--- config.mk ---
export PLATFORM = sky130hd
export DESIGN_NAME = hdlc_evt_latch
export DESIGN_NICKNAME = d
export VERILOG_FILES = /design/src/rtl/hsl_pkg.sv /design/src/rtl/hsl_rst_sync.sv /design/src/rtl/hsl_rise_det.sv /design/src/rtl/hsl_irq_gen.sv /design/src/rtl/hdlc_evt_latch.sv
export SDC_FILE = /design/constraint.sdc
export NUM_CORES = 1
export LEC_CHECK = 0
export BUFFER_PORTS_ARGS = -buffer_cell sky130_fd_sc_hd__buf_2
export CAP_MARGIN = 30
export CORE_MARGIN = 4
export CORE_UTILIZATION = 37
export CTS_CLUSTER_SIZE = 12
export DETAILED_ROUTE_END_ITERATION = 8
export GPL_ROUTABILITY_DRIVEN = 0
export PLACE_DENSITY = 0.85
export SYNTH_ARGS = -nofsm -noshare
export SYNTH_HDL_FRONTEND = slang
export SYNTH_SLANG_ARGS = --single-unit
--- constraint.sdc ---
create_clock -name clk -period 0.8 [get_ports clk]
set_clock_uncertainty 0.15 [all_clocks]
set_input_delay 0.04 -clock clk [delete_from_list [all_inputs] [get_ports clk]]
set_output_delay 0.04 -clock clk [all_outputs]
set_load 0.01 [all_outputs]
--- src/rtl/hsl_pkg.sv ---
package hsl_pkg;
  localparam int STAT_W    = 8;
  localparam int NUM_LVL   = 2;
  localparam int SYNC_LEN  = 2;
  // bit positions of the status byte
  localparam int B_TX_EOM  = 0;
  localparam int B_TX_UDR  = 1;
  localparam int B_TX_LOW  = 2;
  localparam int B_RX_HIGH = 3;
  localparam int B_RX_ABT  = 4;
  localparam int B_RX_SOP  = 5;
  localparam int B_RX_EOP  = 6;
  localparam int B_RX_OVR  = 7;
  // index of each level input in the rise detector
  localparam int L_TX_LOW  = 0;
  localparam int L_RX_HIGH = 1;
endpackage

--- src/rtl/hsl_rst_sync.sv ---
module hsl_rst_sync #(
  parameter int LEN = 2
) (
  input  logic clk,
  input  logic rst_n,
  output logic rst_sync_n
);
  logic [LEN-1:0] chain_q;
  logic [LEN-1:0] chain_d;

  always_comb begin
    chain_d = {chain_q[LEN-2:0], 1'b1};
  end

  always_ff @(posedge clk or negedge rst_n) begin
    if (!rst_n) chain_q <= '0;
    else        chain_q <= chain_d;
  end

  assign rst_sync_n = chain_q[LEN-1];

  // the synchronised reset can only rise after the raw reset was high
  p_release_r1: assert property (@(posedge clk) $rose(rst_sync_n) |-> rst_n);
endmodule

--- src/rtl/hsl_rise_det.sv ---
module hsl_rise_det #(
  parameter int N = 2
) (
  input  logic         clk,
  input  logic         rst_n,
  input  logic [N-1:0] lvl,
  output logic [N-1:0] rise
);
  logic [N-1:0] prev_q;
  logic [N-1:0] prev_d;

  always_comb begin
    prev_d = lvl;
  end

  always_ff @(posedge clk or negedge rst_n) begin
    if (!rst_n) prev_q <= '0;
    else        prev_q <= prev_d;
  end

  assign rise = lvl & ~prev_q;

  // a held level produces a single rise, never two in a row
  p_single_rise_r4: assert property (@(posedge clk) disable iff (!rst_n)
    (|rise) |=> ((rise & $past(rise)) == '0));
endmodule

--- src/rtl/hsl_irq_gen.sv ---
module hsl_irq_gen #(
  parameter int W = 8
) (
  input  logic         clk,
  input  logic         rst_n,
  input  logic [W-1:0] stat,
  input  logic [W-1:0] ie,
  input  logic         gie,
  output logic         irq
);
  logic irq_d;
  logic irq_q;

  always_comb begin
    irq_d = (|(stat & ie)) & gie;
  end

  always_ff @(posedge clk or negedge rst_n) begin
    if (!rst_n) irq_q <= 1'b0;
    else        irq_q <= irq_d;
  end

  assign irq = irq_q;

  // with the global enable removed the line is low one clock later
  p_gate_drop_r8: assert property (@(posedge clk) disable iff (!rst_n)
    !gie |=> !irq);
  // with no enabled bit set the line is low one clock later
  p_bits_drop_r8: assert property (@(posedge clk) disable iff (!rst_n)
    ((stat & ie) == '0) |=> !irq);
endmodule

--- src/rtl/hdlc_evt_latch.sv ---
module hdlc_evt_latch
  import hsl_pkg::*;
(
  input  logic              clk,
  input  logic              rst_n,
  input  logic              tx_eom_i,
  input  logic              tx_udr_i,
  input  logic              tx_low_i,
  input  logic              rx_high_i,
  input  logic              rx_abort_i,
  input  logic              rx_sop_i,
  input  logic              rx_eop_i,
  input  logic              rx_ovr_i,
  input  logic              wr_en_i,
  input  logic [STAT_W-1:0] wr_data_i,
  input  logic [STAT_W-1:0] bit_ie_i,
  input  logic              glb_ie_i,
  output logic [STAT_W-1:0] stat_o,
  output logic              irq_o
);
  logic               rst_sync_n;
  logic [NUM_LVL-1:0] lvl_vec;
  logic [NUM_LVL-1:0] rise_vec;
  logic [STAT_W-1:0]  set_vec;
  logic [STAT_W-1:0]  clr_mask;
  logic [STAT_W-1:0]  stat_d;
  logic [STAT_W-1:0]  stat_q;
  logic               stat_en;

  hsl_rst_sync #(.LEN(SYNC_LEN)) u_rst_sync (
    .clk        (clk),
    .rst_n      (rst_n),
    .rst_sync_n (rst_sync_n)
  );

  always_comb begin
    lvl_vec           = '0;
    lvl_vec[L_TX_LOW]  = tx_low_i;
    lvl_vec[L_RX_HIGH] = rx_high_i;
  end

  hsl_rise_det #(.N(NUM_LVL)) u_rise (
    .clk   (clk),
    .rst_n (rst_sync_n),
    .lvl   (lvl_vec),
    .rise  (rise_vec)
  );

  always_comb begin
    set_vec            = '0;
    set_vec[B_TX_EOM]  = tx_eom_i | tx_udr_i;
    set_vec[B_TX_UDR]  = tx_udr_i;
    set_vec[B_TX_LOW]  = rise_vec[L_TX_LOW];
    set_vec[B_RX_HIGH] = rise_vec[L_RX_HIGH];
    set_vec[B_RX_ABT]  = rx_abort_i;
    set_vec[B_RX_SOP]  = rx_sop_i;
    set_vec[B_RX_EOP]  = rx_eop_i;
    set_vec[B_RX_OVR]  = rx_ovr_i;
  end

  always_comb begin
    clr_mask = wr_en_i ? wr_data_i : '0;
    stat_en  = wr_en_i | (|set_vec);
    // a set in the same cycle overrides the clear
    stat_d   = (stat_q & ~clr_mask) | set_vec;
  end

  always_ff @(posedge clk or negedge rst_sync_n) begin
    if (!rst_sync_n)  stat_q <= '0;
    else if (stat_en) stat_q <= stat_d;
  end

  hsl_irq_gen #(.W(STAT_W)) u_irq (
    .clk   (clk),
    .rst_n (rst_sync_n),
    .stat  (stat_q),
    .ie    (bit_ie_i),
    .gie   (glb_ie_i),
    .irq   (irq_o)
  );

  assign stat_o = stat_q;

  // every bit that was set and not written 1 is still set
  p_sticky_r2: assert property (@(posedge clk) disable iff (!rst_sync_n)
    ((stat_q & $past(stat_q & ~clr_mask)) == $past(stat_q & ~clr_mask)));
  // a set event always lands, even against a clear
  p_set_wins_r6: assert property (@(posedge clk) disable iff (!rst_sync_n)
    ((stat_q & $past(set_vec)) == $past(set_vec)));
  // a bit written 1 without a set event reads 0
  p_clear_r5: assert property (@(posedge clk) disable iff (!rst_sync_n)
    ((stat_q & $past(clr_mask & ~set_vec)) == '0));
  // the low watermark bit only rises after a detected level edge
  p_low_edge_r4: assert property (@(posedge clk) disable iff (!rst_sync_n)
    $rose(stat_q[B_TX_LOW]) |-> $past(rise_vec[L_TX_LOW]));
  // the interrupt only rises when an enabled bit was set
  p_irq_cause_r7: assert property (@(posedge clk) disable iff (!rst_sync_n)
    $rose(irq_o) |-> ($past(|(stat_q & bit_ie_i)) && $past(glb_ie_i)));
endmodule

After elaboration in Yosys (flattened, before gate mapping):

Cells that the tools add are included.
Widths: inputs -> output; s select.

* register bits after elaboration: 13
* bits in latches: 0
* RAM bits: 0
* bits in read-only memories: 0
* memories kept: 0

* add/sub/neg operators: 0
* multipliers: 0
* divide/modulo/power cells: 0
* order comparisons: 0
* equal/unequal tests: 0
* shift operators: 0
* mux-type cells: 1
* bitwise operators: 9
* reduce and logical (&&, ||, !) cells: 2

Operators by type and width (count)
* $and 8x8->8: 2
* $reduce_or 8->1: 2
* $mux 8: 1
* $not 8->8: 1
* $or 8x8->8: 1
* $and 2x2->2: 1
* $not 2->2: 1
* $or 1x1->1: 2
* $and 1x1->1: 1

Logic depth before layout (Yosys ltp):

* depth in word-level cells: 4
* depth in mapped cells: 3
* depth with buffers taken out: 2

Hierarchy:

Synthesis repeated with hierarchy kept, for this count alone.

* cells, all modules: 39
* area total of the unflattened synthesis: 504.2 um2

By module, submodules not included
* hdlc_evt_latch: times used 1, cells an instance 25, area an instance 305.3 um2, seq. area each 200.2 um2
* hsl_rise_det: times used 1, cells an instance 4, area an instance 77.6 um2, seq. area each 50.0 um2
* hsl_irq_gen: times used 1, cells an instance 7, area an instance 67.6 um2, seq. area each 25.0 um2
* hsl_rst_sync: times used 1, cells an instance 3, area an instance 53.8 um2, seq. area each 50.0 um2

Worst setup path before layout:

OpenSTA, ideal clock, no wires.

* path kind: register to register
* start: register stat_q[5] (netlist: stat_o[5])
* end: register u_irq.irq_q (netlist: u_irq.irq)
* setup time: 140 ps
* arrival time: 688 ps
* data required time: 510 ps
* setup slack: -179 ps
* stages on the path, launching flop included: 3
* buffers on the path: 0
* clock period less this slack: 979 ps
* path through: dfrtp_1 a22oi_1 a41oi_1

* longest elaborated chain between the ends: 3

RTL lines
* start, declared: line hdlc_evt_latch.sv:27 `logic [STAT_W-1:0] stat_q;`
* start signal, assigned: line hdlc_evt_latch.sv:70 `else if (stat_en) stat_q <= stat_d;`
* $and 8x8->8: line hsl_irq_gen.sv:15 `irq_d = (|(stat & ie)) & gie;`
* $reduce_or 8->1: line hsl_irq_gen.sv:15
* $and 1x1->1: line hsl_irq_gen.sv:15
* via u_irq.irq_d: line hsl_irq_gen.sv:11 `logic irq_d;`
* end signal, assigned: line hsl_irq_gen.sv:20 `else irq_q <= irq_d;`
* end, declared: line hsl_irq_gen.sv:12 `logic irq_q;`

The timed path passes the listed nets, and every way through them passes these cells.
A chain may end at the register's enable or synchronous reset.

Worst setup path in the final report:

* start: register stat_q[7] (netlist: stat_o[7])
* end: output port stat_o[7]

RTL lines
* end, declared: line hdlc_evt_latch.sv:18 `output logic [STAT_W-1:0] stat_o,`

No word-level cell between the ends.

==> flow_summary.ini <==
[yosys]
synth_nets = 67
synthCells = 39
ys.warnings.count = 0
synth_area_leaders = dfrtp_1 (67%), a21o_1 (7.7%), a22oi_1 (6.2%), nand2_1 (5.4%), a22o_1 (3.6%)
synth_top_area_share = 0.6684
synth-edff-count = 0
ys_types = 11
netlist_area_um2 = 486.7
ys_top_cells_by_count = dfrtp_1 (13), nand2_1 (7), a21o_1 (5), a22oi_1 (4), inv_1 (3)
yosys.cell_count.top_type = dfrtp_1
synth.avg_cell_area_um2 = 12.48
synthArstFlopShare = 1.000
yosysTopAreaCell = dfrtp_1
ys_seq_area_frac = 0.6684
synth_flop_cell = dfrtp_1
synth_seq_cells = 13

[status]
failed_checks = hold timing, setup timing
status = finished with violations

[critical_path]
startpoint_type = flop
path_delay_family = flip-flops
critPathMaxStageDelay_ns = 0.40
crit_buf_inv = 2
r2r_end = stat_o[2]
cpMaxStageDelayCell = dfrtp_1
path_max_fanout = 2
rrSetupSlack_ns = -0.24
cp_cell_sequence = buf_6 > buf_6
crit_required_ns = 0.61
r2r-start = stat_o[2]
worstSetupStartpoint = stat_o[7]
cp_common_cell = buf_6
endpoint_kind = primary output
rr_worst_depth = 3
path_class = flop to primary output
crit_arrival_ns = 0.91

[route]
wire_per_inst_um = 12.34
post_drt_via_cell_ratio = 4.590
drc = 0
via_count = 482
wirelength_mm = 1.296
drt_first_pass_iters = 2
drtIter0Drc = 5
ant_nets = 0

[die]
dieArea_um2 = 1960
die_w_um = 44.27
core_um2 = 1171
die_h_um = 44.27
row_count = 12
start_util = 0.4156
ios = 37

[timing]
whs_ns = -0.1986
setup_viol = 18
rsz0062_at_grt = yes
fin_crit_ns = 1.095
fin_ws_ns = -0.2953
finalHoldViolations = 11
clock.fmax_mhz = 913.0
fin_crit_sh = 1.369
slew_violations = 0

[pwr]
vdd_drop_max_mv = 1.060
powerDensity_nw_per_um2 = 1623
p_leak_nw = 0.4692
p_total_w = 0.001448

[clocking]
cts_tree = built
numCtsBuffers = 3
path_clk_slew_ns = 0.08
clock_sinks = 13
cts_hold_buf = 3
clkLatencyLatePin_ns = 0.27
clock_path_buffers = 2
cts.root.buffer_cell = clkbuf_4
htree_levels = 1

[cells_and_area]
fillers = 76
antennaDiodeCount = 0
synthToLayoutAreaGrowth_pct = 83.29
drive_above_1_share = 0.5604
stdcell_area_um2 = 892.1
final_net_count = 120
multi_input_area_um2 = 138.9
postLayoutCoreUtil = 0.7618
seq_area_um2 = 325.3

[place]
placed_cell_area_um2 = 753.2
numPortBuffers = 36
pre_cts_ws_ns = -0.2184

[min_path]
hold_path_end = stat_o[7]
hold_path_class = primary input to flop
worstHoldStart = rx_ovr_i
worstHoldPathCells = 2

[global_route]
grt_pass1_wl_mm = 2.214
grt_max_degree = 12
grt.overflow.total = 0
track_usage = 0.1530
first_global_vias = 555
grt_antenna_before_repair = 0

[run]
cap_viol_max_count = 0
-- stage by stage --
stage / setup TNS [ns] / instances
2_1_floorplan: -0.5502 / 39
3_3_place_gp: -1.123 / 97
3_5_place_dp: -1.244 / 97
4_1_cts: -3.675 / 104
5_1_grt: -4.272 / 105
6_report: -3.652 / 105
-- worst register-to-register path, stage by stage (launching register included) --
cell	delay [ns]
dfrtp_1	0.39
buf_6	0.12
buf_6	0.10
a22o_1	0.17
-- worst max path at each step --
stage	to	slack, ns	depth (start not counted)
floorplan	u_irq.irq	-0.18	2
detailed placement	u_irq.irq	-0.22	2
finish	stat_o[7]	-0.30	2
global placement	u_irq.irq	-0.21	2
CTS	stat_o[7]	-0.30	2
global route	stat_o[7]	-0.34	2
-- per-layer routing --
metal,GRT usage,share of wire,vias up
li1,-,-,243
met1,0.1913,0.42,215
met2,0.2645,0.49,24
met3,0.02439,0.091,0
met4,0.05422,0,0
met5,0,0,-
-- power breakdown --
part | total (W) | internal (W) | leakage [nW] | switching (W)
registers | 0.000734 | 0.000700 | 0.140 | 0.0000347
logic | 0.000329 | 0.000219 | 0.311 | 0.000110
clock network | 0.000385 | 0.000185 | 0.0177 | 0.000200
total | 0.00145 | 0.00110 | 0.469 | 0.000345
-- placed cells by master, fill, tap and decap left out --
master / count
buf_6: 15
dlygate4sd3_1: 3
nand2_2: 1
buf_12: 1
clkbuf_4: 3
a211o_1: 1
buf_2: 29
a22oi_1: 4
dfrtp_1: 13
nand2_1: 7
a21o_1: 5
buf_4: 1
conb_1: 1
a22o_1: 2
inv_1: 3
clkinv_2: 1
a41oi_1: 1
-- kinds of logic after synthesis --
family	count (synthesis)	share of synthesized area
other cells	1	0.007705
flops	13	0.6684
buf+inv	4	0.04627
simple gates	8	0.06686
compound gates	13	0.2108
-- what timing repair did --
item / in CTS / in global routing
pin swaps: 2 / 0
gates resized for setup: 14 / 1
gates cloned: 0 / 0
buffers inserted: 0 / 1
endpoints found under the setup margin: 18 / 18
hold endpoints to repair: 13 / 11
-- cell type report --
cell class / instances / area share
Sequential cell: 13 / 0.3647
Inverter: 3 / 0.01262
Timing Repair Buffer: 49 / 0.4165
Clock inverter: 1 / 0.005610
Clock buffer: 3 / 0.02525
Tap cell: 14 / 0.01964
Multi-Input combinational cell: 22 / 0.1557
-- flip-flops by register name (all words and copies together), names as in the netlist --
signal / flops
u_rise.prev_q: 2
u_rst_sync.chain_q: 2
stat_o: 8
u_irq.irq: 1
Note: power is estimated with default switching activity, not from simulation.
